[config.mk]
export PLATFORM = sky130hd
export DESIGN_NAME = winred_engine
export DESIGN_NICKNAME = d
export VERILOG_FILES = /design/src/rtl/winred_pkg.sv /design/src/rtl/winred_seq.sv /design/src/rtl/winred_lane.sv /design/src/rtl/winred_engine.sv
export SDC_FILE = /design/constraint.sdc
export NUM_CORES = 1
export LEC_CHECK = 0
export BUFFER_PORTS_ARGS = -buffer_cell sky130_fd_sc_hd__clkbuf_2
export CAP_MARGIN = 20
export CORE_MARGIN = 2
export CORE_UTILIZATION = 59
export DETAILED_ROUTE_END_ITERATION = 8
export GPL_TIMING_DRIVEN = 0
export HOLD_SLACK_MARGIN = 0.05
export PLACE_DENSITY_LB_ADDON = 0.25
export SLEW_MARGIN = 25
export SYNTH_ARGS = -nofsm -noshare
export SYNTH_HDL_FRONTEND = slang
export SYNTH_SLANG_ARGS = --single-unit
[constraint.sdc]
create_clock -name clk -period 9.3 [get_ports clk]
set_input_delay 0.465 -clock clk [delete_from_list [all_inputs] [get_ports clk]]
set_output_delay 0.465 -clock clk [all_outputs]
set_load 0.02 [all_outputs]
[src/rtl/winred_pkg.sv]
package winred_pkg;
   typedef enum logic [1:0] {
      OP_MAX  = 2'b00,
      OP_MIN  = 2'b01,
      OP_ADD  = 2'b10,
      OP_RELU = 2'b11
   } red_op_e;
endpackage

[src/rtl/winred_seq.sv]
// Address walker: output pixel row-major, window row-major inside each pixel.
module winred_seq #(
   parameter int AW    = 12,
   parameter int DIM_W = 6,
   parameter int STR_W = 3
) (
   input  logic             clk,
   input  logic             rst_n,
   input  logic             start,
   input  logic [AW-1:0]    c_in_base,
   input  logic [AW-1:0]    c_out_base,
   input  logic [DIM_W-1:0] c_in_w,
   input  logic [DIM_W-1:0] c_out_h,
   input  logic [DIM_W-1:0] c_out_w,
   input  logic [DIM_W-1:0] c_win_h,
   input  logic [DIM_W-1:0] c_win_w,
   input  logic [STR_W-1:0] c_sy,
   input  logic [STR_W-1:0] c_sx,
   output logic             rd_en,
   output logic [AW-1:0]    rd_addr,
   output logic             el_first,
   output logic             el_last,
   output logic             el_final,
   output logic [AW-1:0]    pix_addr
);
   localparam logic [DIM_W-1:0] ONE = DIM_W'(1);

   logic             run;
   logic [DIM_W-1:0] ox, oy, wr, ws;
   logic [DIM_W-1:0] in_w_q, oh_q, ow_q, wh_q, ww_q;
   logic [STR_W-1:0] sy_q, sx_q;
   logic [AW-1:0]    in_base_q;
   logic [AW-1:0]    row, col;
   logic             s_end, r_end, x_end, y_end;

   assign s_end = (ws == ww_q - ONE);
   assign r_end = (wr == wh_q - ONE);
   assign x_end = (ox == ow_q - ONE);
   assign y_end = (oy == oh_q - ONE);

   always_comb begin
      row     = AW'(oy) * AW'(sy_q) + AW'(wr);
      col     = AW'(ox) * AW'(sx_q) + AW'(ws);
      rd_addr = in_base_q + row * AW'(in_w_q) + col;
   end

   assign rd_en    = run;
   assign el_first = (wr == '0) && (ws == '0);
   assign el_last  = s_end && r_end;
   assign el_final = s_end && r_end && x_end && y_end;

   always_ff @(posedge clk) begin
      if (!rst_n) begin
         run       <= 1'b0;
         ox        <= '0;
         oy        <= '0;
         wr        <= '0;
         ws        <= '0;
         in_w_q    <= '0;
         oh_q      <= '0;
         ow_q      <= '0;
         wh_q      <= '0;
         ww_q      <= '0;
         sy_q      <= '0;
         sx_q      <= '0;
         in_base_q <= '0;
         pix_addr  <= '0;
      end else if (start) begin
         run       <= 1'b1;
         ox        <= '0;
         oy        <= '0;
         wr        <= '0;
         ws        <= '0;
         in_w_q    <= c_in_w;
         oh_q      <= c_out_h;
         ow_q      <= c_out_w;
         wh_q      <= c_win_h;
         ww_q      <= c_win_w;
         sy_q      <= c_sy;
         sx_q      <= c_sx;
         in_base_q <= c_in_base;
         pix_addr  <= c_out_base;
      end else if (run) begin
         if (!s_end) begin
            ws <= ws + ONE;
         end else begin
            ws <= '0;
            if (!r_end) begin
               wr <= wr + ONE;
            end else begin
               wr       <= '0;
               pix_addr <= pix_addr + AW'(1);
               if (!x_end) begin
                  ox <= ox + ONE;
               end else begin
                  ox <= '0;
                  if (y_end) run <= 1'b0;
                  else       oy  <= oy + ONE;
               end
            end
         end
      end
   end
endmodule

[src/rtl/winred_lane.sv]
// One channel lane: accumulator seeded by the first window element.
module winred_lane
   import winred_pkg::*;
#(
   parameter int DW = 8
) (
   input  logic          clk,
   input  logic          rst_n,
   input  logic          en,
   input  logic          first,
   input  red_op_e       op,
   input  logic [DW-1:0] din,
   output logic [DW-1:0] acc
);
   logic signed [DW-1:0] a, d, nxt;

   always_comb begin
      a = $signed(acc);
      d = $signed(din);
      if (first) begin
         nxt = (op == OP_RELU && d < 0) ? '0 : d;
      end else begin
         unique case (op)
            OP_MIN:  nxt = (d < a) ? d : a;
            OP_ADD:  nxt = a + d;
            default: nxt = (d > a) ? d : a;
         endcase
      end
   end

   always_ff @(posedge clk) begin
      if (!rst_n)  acc <= '0;
      else if (en) acc <= nxt;
   end
endmodule

[src/rtl/winred_engine.sv]
module winred_engine
   import winred_pkg::*;
#(
   parameter int LANES = 16,
   parameter int DW    = 8,
   parameter int AW    = 12,
   parameter int DIM_W = 6,
   parameter int STR_W = 3
) (
   input  logic                clk,
   input  logic                rst_n,
   input  logic                cmd_valid,
   output logic                cmd_ready,
   input  logic [1:0]          cmd_op,
   input  logic [AW-1:0]       cmd_in_base,
   input  logic [AW-1:0]       cmd_out_base,
   input  logic [DIM_W-1:0]    cmd_in_width,
   input  logic [DIM_W-1:0]    cmd_out_h,
   input  logic [DIM_W-1:0]    cmd_out_w,
   input  logic [DIM_W-1:0]    cmd_win_h,
   input  logic [DIM_W-1:0]    cmd_win_w,
   input  logic [STR_W-1:0]    cmd_stride_y,
   input  logic [STR_W-1:0]    cmd_stride_x,
   output logic                rd_en,
   output logic [AW-1:0]       rd_addr,
   input  logic [LANES*DW-1:0] rd_data,
   output logic                wr_en,
   output logic [AW-1:0]       wr_addr,
   output logic [LANES*DW-1:0] wr_data,
   output logic                done
);
   localparam int VW = LANES * DW;

   if (LANES < 1) begin : g_bad_lanes
      $error("winred_engine: LANES must be at least 1");
   end
   if (DW < 2) begin : g_bad_dw
      $error("winred_engine: DW must be at least 2");
   end
   if (AW < 2 || DIM_W < 1 || STR_W < 1) begin : g_bad_dims
      $error("winred_engine: address, dimension or stride width too small");
   end

   logic    busy, accept;
   red_op_e op_q;
   logic    s_first, s_last, s_final;
   logic [AW-1:0] s_pix;
   logic    d_vld, d_first, d_last, d_final;
   logic [AW-1:0] d_pix;
   logic [VW-1:0] acc_vec;

   assign cmd_ready = !busy;
   assign accept    = cmd_valid && !busy;

   winred_seq #(.AW(AW), .DIM_W(DIM_W), .STR_W(STR_W)) u_seq (
      .clk        (clk),
      .rst_n      (rst_n),
      .start      (accept),
      .c_in_base  (cmd_in_base),
      .c_out_base (cmd_out_base),
      .c_in_w     (cmd_in_width),
      .c_out_h    (cmd_out_h),
      .c_out_w    (cmd_out_w),
      .c_win_h    (cmd_win_h),
      .c_win_w    (cmd_win_w),
      .c_sy       (cmd_stride_y),
      .c_sx       (cmd_stride_x),
      .rd_en      (rd_en),
      .rd_addr    (rd_addr),
      .el_first   (s_first),
      .el_last    (s_last),
      .el_final   (s_final),
      .pix_addr   (s_pix)
   );

   // Metadata aligned with the read data returning one cycle later.
   always_ff @(posedge clk) begin
      if (!rst_n) begin
         busy    <= 1'b0;
         op_q    <= OP_MAX;
         d_vld   <= 1'b0;
         d_first <= 1'b0;
         d_last  <= 1'b0;
         d_final <= 1'b0;
         d_pix   <= '0;
         wr_en   <= 1'b0;
         wr_addr <= '0;
         done    <= 1'b0;
      end else begin
         if (accept) begin
            busy <= 1'b1;
            op_q <= red_op_e'(cmd_op);
         end else if (done) begin
            busy <= 1'b0;
         end
         d_vld   <= rd_en;
         d_first <= s_first;
         d_last  <= s_last;
         d_final <= s_final;
         d_pix   <= s_pix;
         wr_en   <= d_vld && d_last;
         wr_addr <= d_pix;
         done    <= d_vld && d_final;
      end
   end

   for (genvar i = 0; i < LANES; i++) begin : g_lane
      winred_lane #(.DW(DW)) u_lane (
         .clk   (clk),
         .rst_n (rst_n),
         .en    (d_vld),
         .first (d_first),
         .op    (op_q),
         .din   (rd_data[i*DW +: DW]),
         .acc   (acc_vec[i*DW +: DW])
      );
   end

   assign wr_data = acc_vec;
endmodule

---- Word level (Yosys, flattened, before mapping) ----
Index checks and enable logic that the tools add are counted.
storage, ports and cells
  flip-flop bits (word level) ............. 246
  bits in latches ......................... 0
  memory bits (writable) .................. 0
  bits in read-only memories .............. 0
  bits of input ports ..................... 193
  output and inout port bits .............. 156
  logic and storage cells ................. 307
  memories kept ........................... 0
cells by class
  $add $sub $neg .......................... 29
  multiply operators ...................... 3
  div/mod/pow operators ................... 0
  order comparisons ....................... 48
  eq/ne operators ......................... 23
  shift-type cells ........................ 0
  mux-type cells .......................... 95
  bitwise operators ....................... 2
  reduce and logical (&&, ||, !) cells .... 67
operators with widths
  operator                                                                 number
  8-bit two-way mux                                                        64
  8-bit case mux with 2 select lines                                       16
  8-bit adder                                                              16
  8-bit > comparator                                                       16
  8-bit by 1-bit < comparator with 1-bit output, second input constant     16
  8-bit < comparator                                                       16
  4-bit nonzero test                                                       16
  3-bit AND reduction                                                      18
  12-bit two-way mux                                                       4
  3-bit by 2-bit inequality test with 1-bit output, second input constant  16
  12-bit adder                                                             2
  6-bit by 1-bit adder with 6-bit output, second input constant            4
  6-bit equality test                                                      4
  6-bit by 1-bit subtractor with 6-bit output, second input constant       4
  1-bit logical AND                                                        23
  9-bit by 6-bit adder with 10-bit output                                  2
  6-bit by 3-bit multiplier with 9-bit output                              2
  6-bit two-way mux                                                        3
  12-bit by 1-bit adder with 12-bit output, second input constant          1
  6-bit zero test                                                          2
  12-bit by 6-bit multiplier with 12-bit output                            1
  1-bit two-way mux                                                        8
  2-bit nonzero test                                                       4
  5-bit AND reduction                                                      1
  other kinds (6)                                                          8

---- Logic depth before layout (Yosys ltp) ----
  word-level depth ........................ 8
  depth in mapped cells ................... 26

---- By module ----
Synthesis repeated with hierarchy kept, for this count alone.
unflattened totals
  cells, all modules ...................... 2929
  area total of the unflattened synthesis .. 24541.0 um^2
modules (own cells, without submodules)
  module                               instances  cells an instance  area an instance (um^2)  sequential area each (um^2)
  winred_lane at g_lane[0].u_lane ...  15         126                1003.5                   160.2
  winred_seq                           1          837                7480.9                   1701.6
  winred_lane at g_lane[15].u_lane     1          126                1081.0                   160.2
  winred_engine                        1          76                 927.1                    660.6

---- Least setup slack after synthesis ----
OpenSTA, ideal clock, no wires.
  kind .................................... register -> output
  start ................................... register u_seq.oy[2]
  end ..................................... output port rd_addr[11]
  arrival time ............................ 6.363 ns
  required time ........................... 8.835 ns
  path slack .............................. 2.472 ns
  cell stages (with the launch flop) ...... 25
  path buffers ............................ 1
  cells stage by stage .................... dfxtp_1 clkbuf_1 nand2_1 fa_1 inv_1 fa_1 fa_1 a211oi_1 o21bai_1 a21oi_1 xnor2_1 nand2_1 fa_1 inv_1 fa_1 fa_1 inv_1 fa_1 inv_1 ha_1 o21ai_0 o21ba_2 o21ai_0 xnor2_1 xnor2_1
between the ends
  cells in the longest elaborated chain, start to end .. 5
ends and longest elaborated chain
  item                                           RTL line             text
  start, declared                                winred_seq.sv:29     logic [DIM_W-1:0] ox, oy, wr, ws;
  start signal, assigned                         winred_seq.sv:98     else oy <= oy + ONE;
  6-bit by 3-bit multiplier with 9-bit output    winred_seq.sv:42     row = AW'(oy) * AW'(sy_q) + AW'(wr);
  9-bit by 6-bit adder with 10-bit output        winred_seq.sv:42
  12-bit by 6-bit multiplier with 12-bit output  winred_seq.sv:44     rd_addr = in_base_q + row * AW'(in_w_q) + col;
  12-bit adder (2 in series)                     winred_seq.sv:44
  end, declared                                  winred_engine.sv:25  output logic [AW-1:0] rd_addr,
No other way between the ends.

---- Worst setup path in the final report ----
Same ends and word-level chain as after synthesis.

==> impl_metrics.json <==
{
  "drt_pass1_iterations": 6,
  "start_util_pct": 60.10,
  "worst_slack_ps": 1041,
  "max_stage_delay_ps": 560,
  "antenna_left": 0,
  "clk_path_buf_depth": 3,
  "fin_setup_tns_ps": 0,
  "clk_pin_slew_ps": 70,
  "final_cell_area_mm2": 0.02692,
  "final_cells": 3896,
  "post_drt_wl_per_cell_um": 20.90,
  "hp-class": "input pin to flop",
  "holdPathStages": 3,
  "total_leakage_power_nw": 12.30,
  "crit_path_start_kind": "flop",
  "postSynth.asyncResetShare_pct": 0,
  "synthCells": 2963,
  "cp_top_family": "adder cells",
  "die_y_um": 203.1,
  "cts_sinks": 246,
  "core_mm2": 0.03892,
  "postCtsSetupRepairBufs": 0,
  "routed-via-count": 23860,
  "drive_above_1_share_pct": 12.45,
  "p_clk_share_pct": 38.6,
  "cp_data_required_time_ps": 8840,
  "drc": 0,
  "sw_frac_of_total_pct": 34.61,
  "port_buffers": 347,
  "ff2ff_path_depth": 9,
  "worstHoldEndpoint": "u_seq.wh_q[3]",
  "synthFlopType": "dfxtp_1",
  "dp_slack_ps": 1856,
  "synth.avg_cell_area_um2": 7.894,
  "die_x_um": 203.1,
  "insertion_delay_ps": 620,
  "totalWireLength_um": 81440,
  "crit_buf_inv": 6,
  "cp.depth": 25,
  "hold_ws_ps": 64.86,
  "vias_per_cell": 6.125,
  "nNetsFinal": 3916,
  "dp_hpwl_um": 61720,
  "r2r_slack_ps": 5010,
  "area_growth_pct": 15.08,
  "post-route-min-period_ps": 8259,
  "synth_seq_cells": 246,
  "syn-cell-area_mm2": 0.02339,
  "cts_resized": 0,
  "overflow": 0,
  "min_period_over_period_pct": 88.81,
  "crit_fanout": 9,
  "htreeDepth": 1,
  "skew_ps": 32.77,
  "irDropWorstVdd_uv": 141.3,
  "critPathMostFrequentCell": "fa_1",
  "synth-edff-count": 0,
  "drtIter0Drc": 2079,
  "status": "complete, no violations",
  "rsz0062_at_grt": "false",
  "crit-reg2reg-capture": "g_lane[3].u_lane.acc[1]",
  "ios": 349,
  "grt_pass1_wl_um": 125300,
  "yosysWarningCount": 0,
  "cellPowerDensity_mw_per_mm2": 125.7,
  "setup_viol": 0,
  "finalPower_mw": 3.384,
  "cts_buffers": 30,
  "seqPwrFrac_pct": 34.4,
  "max_freq_mhz": 121.1,
  "final_util_pct": 69.17,
  "crit_arrival_ps": 7790,
  "intPower_mw": 2.213,
  "tritoncts": "built",
  "antenna_found_initial": 13,
  "cap_violations": 0,
  "report.final.slew_viol_count": 0,
  "reg2reg_from": "op_q[0]",
  "grt_pass1_vias": 23290,
  "grt_start_max_net_pins": 17,
  "placed_cells": 3828,
  "worst_pin_slew_ps": 1133,
  "ys_seq_area_share_pct": 21.05,
  "std_cell_rows": 72,
  "min_from": "cmd_win_h[3]",
  "routabilityCongestion": 0.9637,
  "slew_headroom_pct": 24.47,
  "dieArea_mm2": 0.04125,
  "cpMaxStageDelayCell": "fa_1",
  "synth.net_count": 3534,
  "p_comb_share_pct": 27.0,
  "fillers": 3332,
  "critPathKind": "flop to output pin",
  "root_buffer": "clkbuf_16",
  "endpoint_kind": "output pin",
  "grt_use_total_pct": 38.36,
  "postPlaceCellArea_mm2": 0.02578,
  "finalHoldViolCount": 0,
  "power.switching_mw": 1.171,
  "synth_cell_types": 60
}
## cell type report
type / instances / area [µm²] / area share (%)
multi-input cells: 2251 / 16710 / 62.09
flip-flops and latches: 246 / 4925 / 18.30
repair buffers: 350 / 1767 / 6.563
inverters: 350 / 1314 / 4.881
clock buffers: 37 / 827.0 / 3.072
well taps: 518 / 648.1 / 2.408
plain buffers: 116 / 444.2 / 1.650
clock inverters: 15 / 246.5 / 0.9157
diodes: 13 / 32.53 / 0.1209
## timing repair
action	CTS	global route
endpoints found under the setup margin	0	0
hold endpoints to repair	3	0
hold buffers	3	0
## cell families (layout without fill, tap and decap cells)
group / count (synthesis) / after routing / synth area share (%)
AOI/OAI and AO/OA: 795 / 795 / 22.14
xor gates and xnor gates: 117 / 117 / 4.381
adders and majority gates: 378 / 378 / 22.79
buffers and inverters: 466 / 868 / 7.505
DFF: 246 / 246 / 21.05
muxes: 96 / 96 / 4.114
other: 0 / 13 / 0
and+or+nand+nor: 865 / 865 / 18.02
## power by group through the flow
stage | Sequential, mW | Clock [mW] | Combinational, mW
floorplan | 1.21 | 0 | 0.552
global placement | 1.18 | 0 | 0.859
detailed placement | 1.19 | 0 | 0.883
CTS | 1.16 | 1.31 | 0.892
global route | 1.17 | 1.35 | 0.994
finish | 1.17 | 1.30 | 0.914
## registers in the layout, summed over array words and instances, names as in the netlist, 2 cells and up
name               count
d_pix                 12
g_lane.u_lane.acc    128
op_q                   2
u_seq.in_base_q       12
u_seq.in_w_q           6
u_seq.oh_q             6
u_seq.ow_q             6
u_seq.ox               6
u_seq.oy               6
u_seq.pix_addr        12
u_seq.sx_q             3
u_seq.sy_q             3
u_seq.wh_q             6
u_seq.wr               6
u_seq.ws               6
u_seq.ww_q             6
wr_addr               12
## worst max path at each step
stage | end | from | slack (ps)
floorplan | rd_addr[11] | u_seq.oy[2] | 2470
global placement | rd_addr[11] | u_seq.oy[2] | 1980
detailed placement | rd_addr[11] | u_seq.oy[2] | 1860
CTS | rd_addr[11] | u_seq.oy[2] | 1080
global route | rd_addr[11] | u_seq.oy[2] | 720
finish | rd_addr[11] | u_seq.oy[2] | 1040
## routing by layer
metal,global-route usage [%],share of wire [%]
met4,19.99,5.7
met5,0,0.031
met3,5.570,9.8
met2,62.27,45
met1,49.58,40
## worst register-to-register path, stage by stage (launching register included)
cell and delay (ps):
dfxtp_1 300, clkbuf_1 470, nor2_1 360, nand2_1 280, clkbuf_1 660, clkbuf_1 610, clkbuf_1 860, o21ai_0 220
a211oi_1 260, a211oi_1 100
## layout by cell type, fill, tap and decap left out, drive strengths merged, types with 49 or more instances in the layout
master / Yosys / layout
and2: 87 / 87
ha: 298 / 298
xnor2: 90 / 90
dfxtp: 246 / 246
mux2i: 95 / 95
nor2b: 49 / 49
o21ai: 235 / 235
a211oi: 104 / 104
nand3: 66 / 66
nand2: 353 / 353
nor2: 99 / 99
inv: 349 / 350
fa: 80 / 80
a21oi: 166 / 166
clkbuf: 109 / 493
## synth_stat cells (all sizes together), types with 28 or more instances
cell type	number	area share, %
nand2	353	5.7
inv	349	5.6
ha	298	16
dfxtp	246	21
o21ai	235	5.0
a21oi	166	3.6
clkbuf	109	1.7
a211oi	104	3.3
nor2	99	1.6
mux2i	95	4.1
xnor2	90	3.4
and2	87	2.3
fa	80	6.8
nand3	66	1.4
nor2b	49	1.3
nor3	48	1.0
nand2b	42	1.1
o21bai	40	1.3
o31ai	40	1.3
o21a	32	1.0
or3	29	0.78
a32oi	28	1.0
Note: power is estimated with default switching activity, not from simulation.
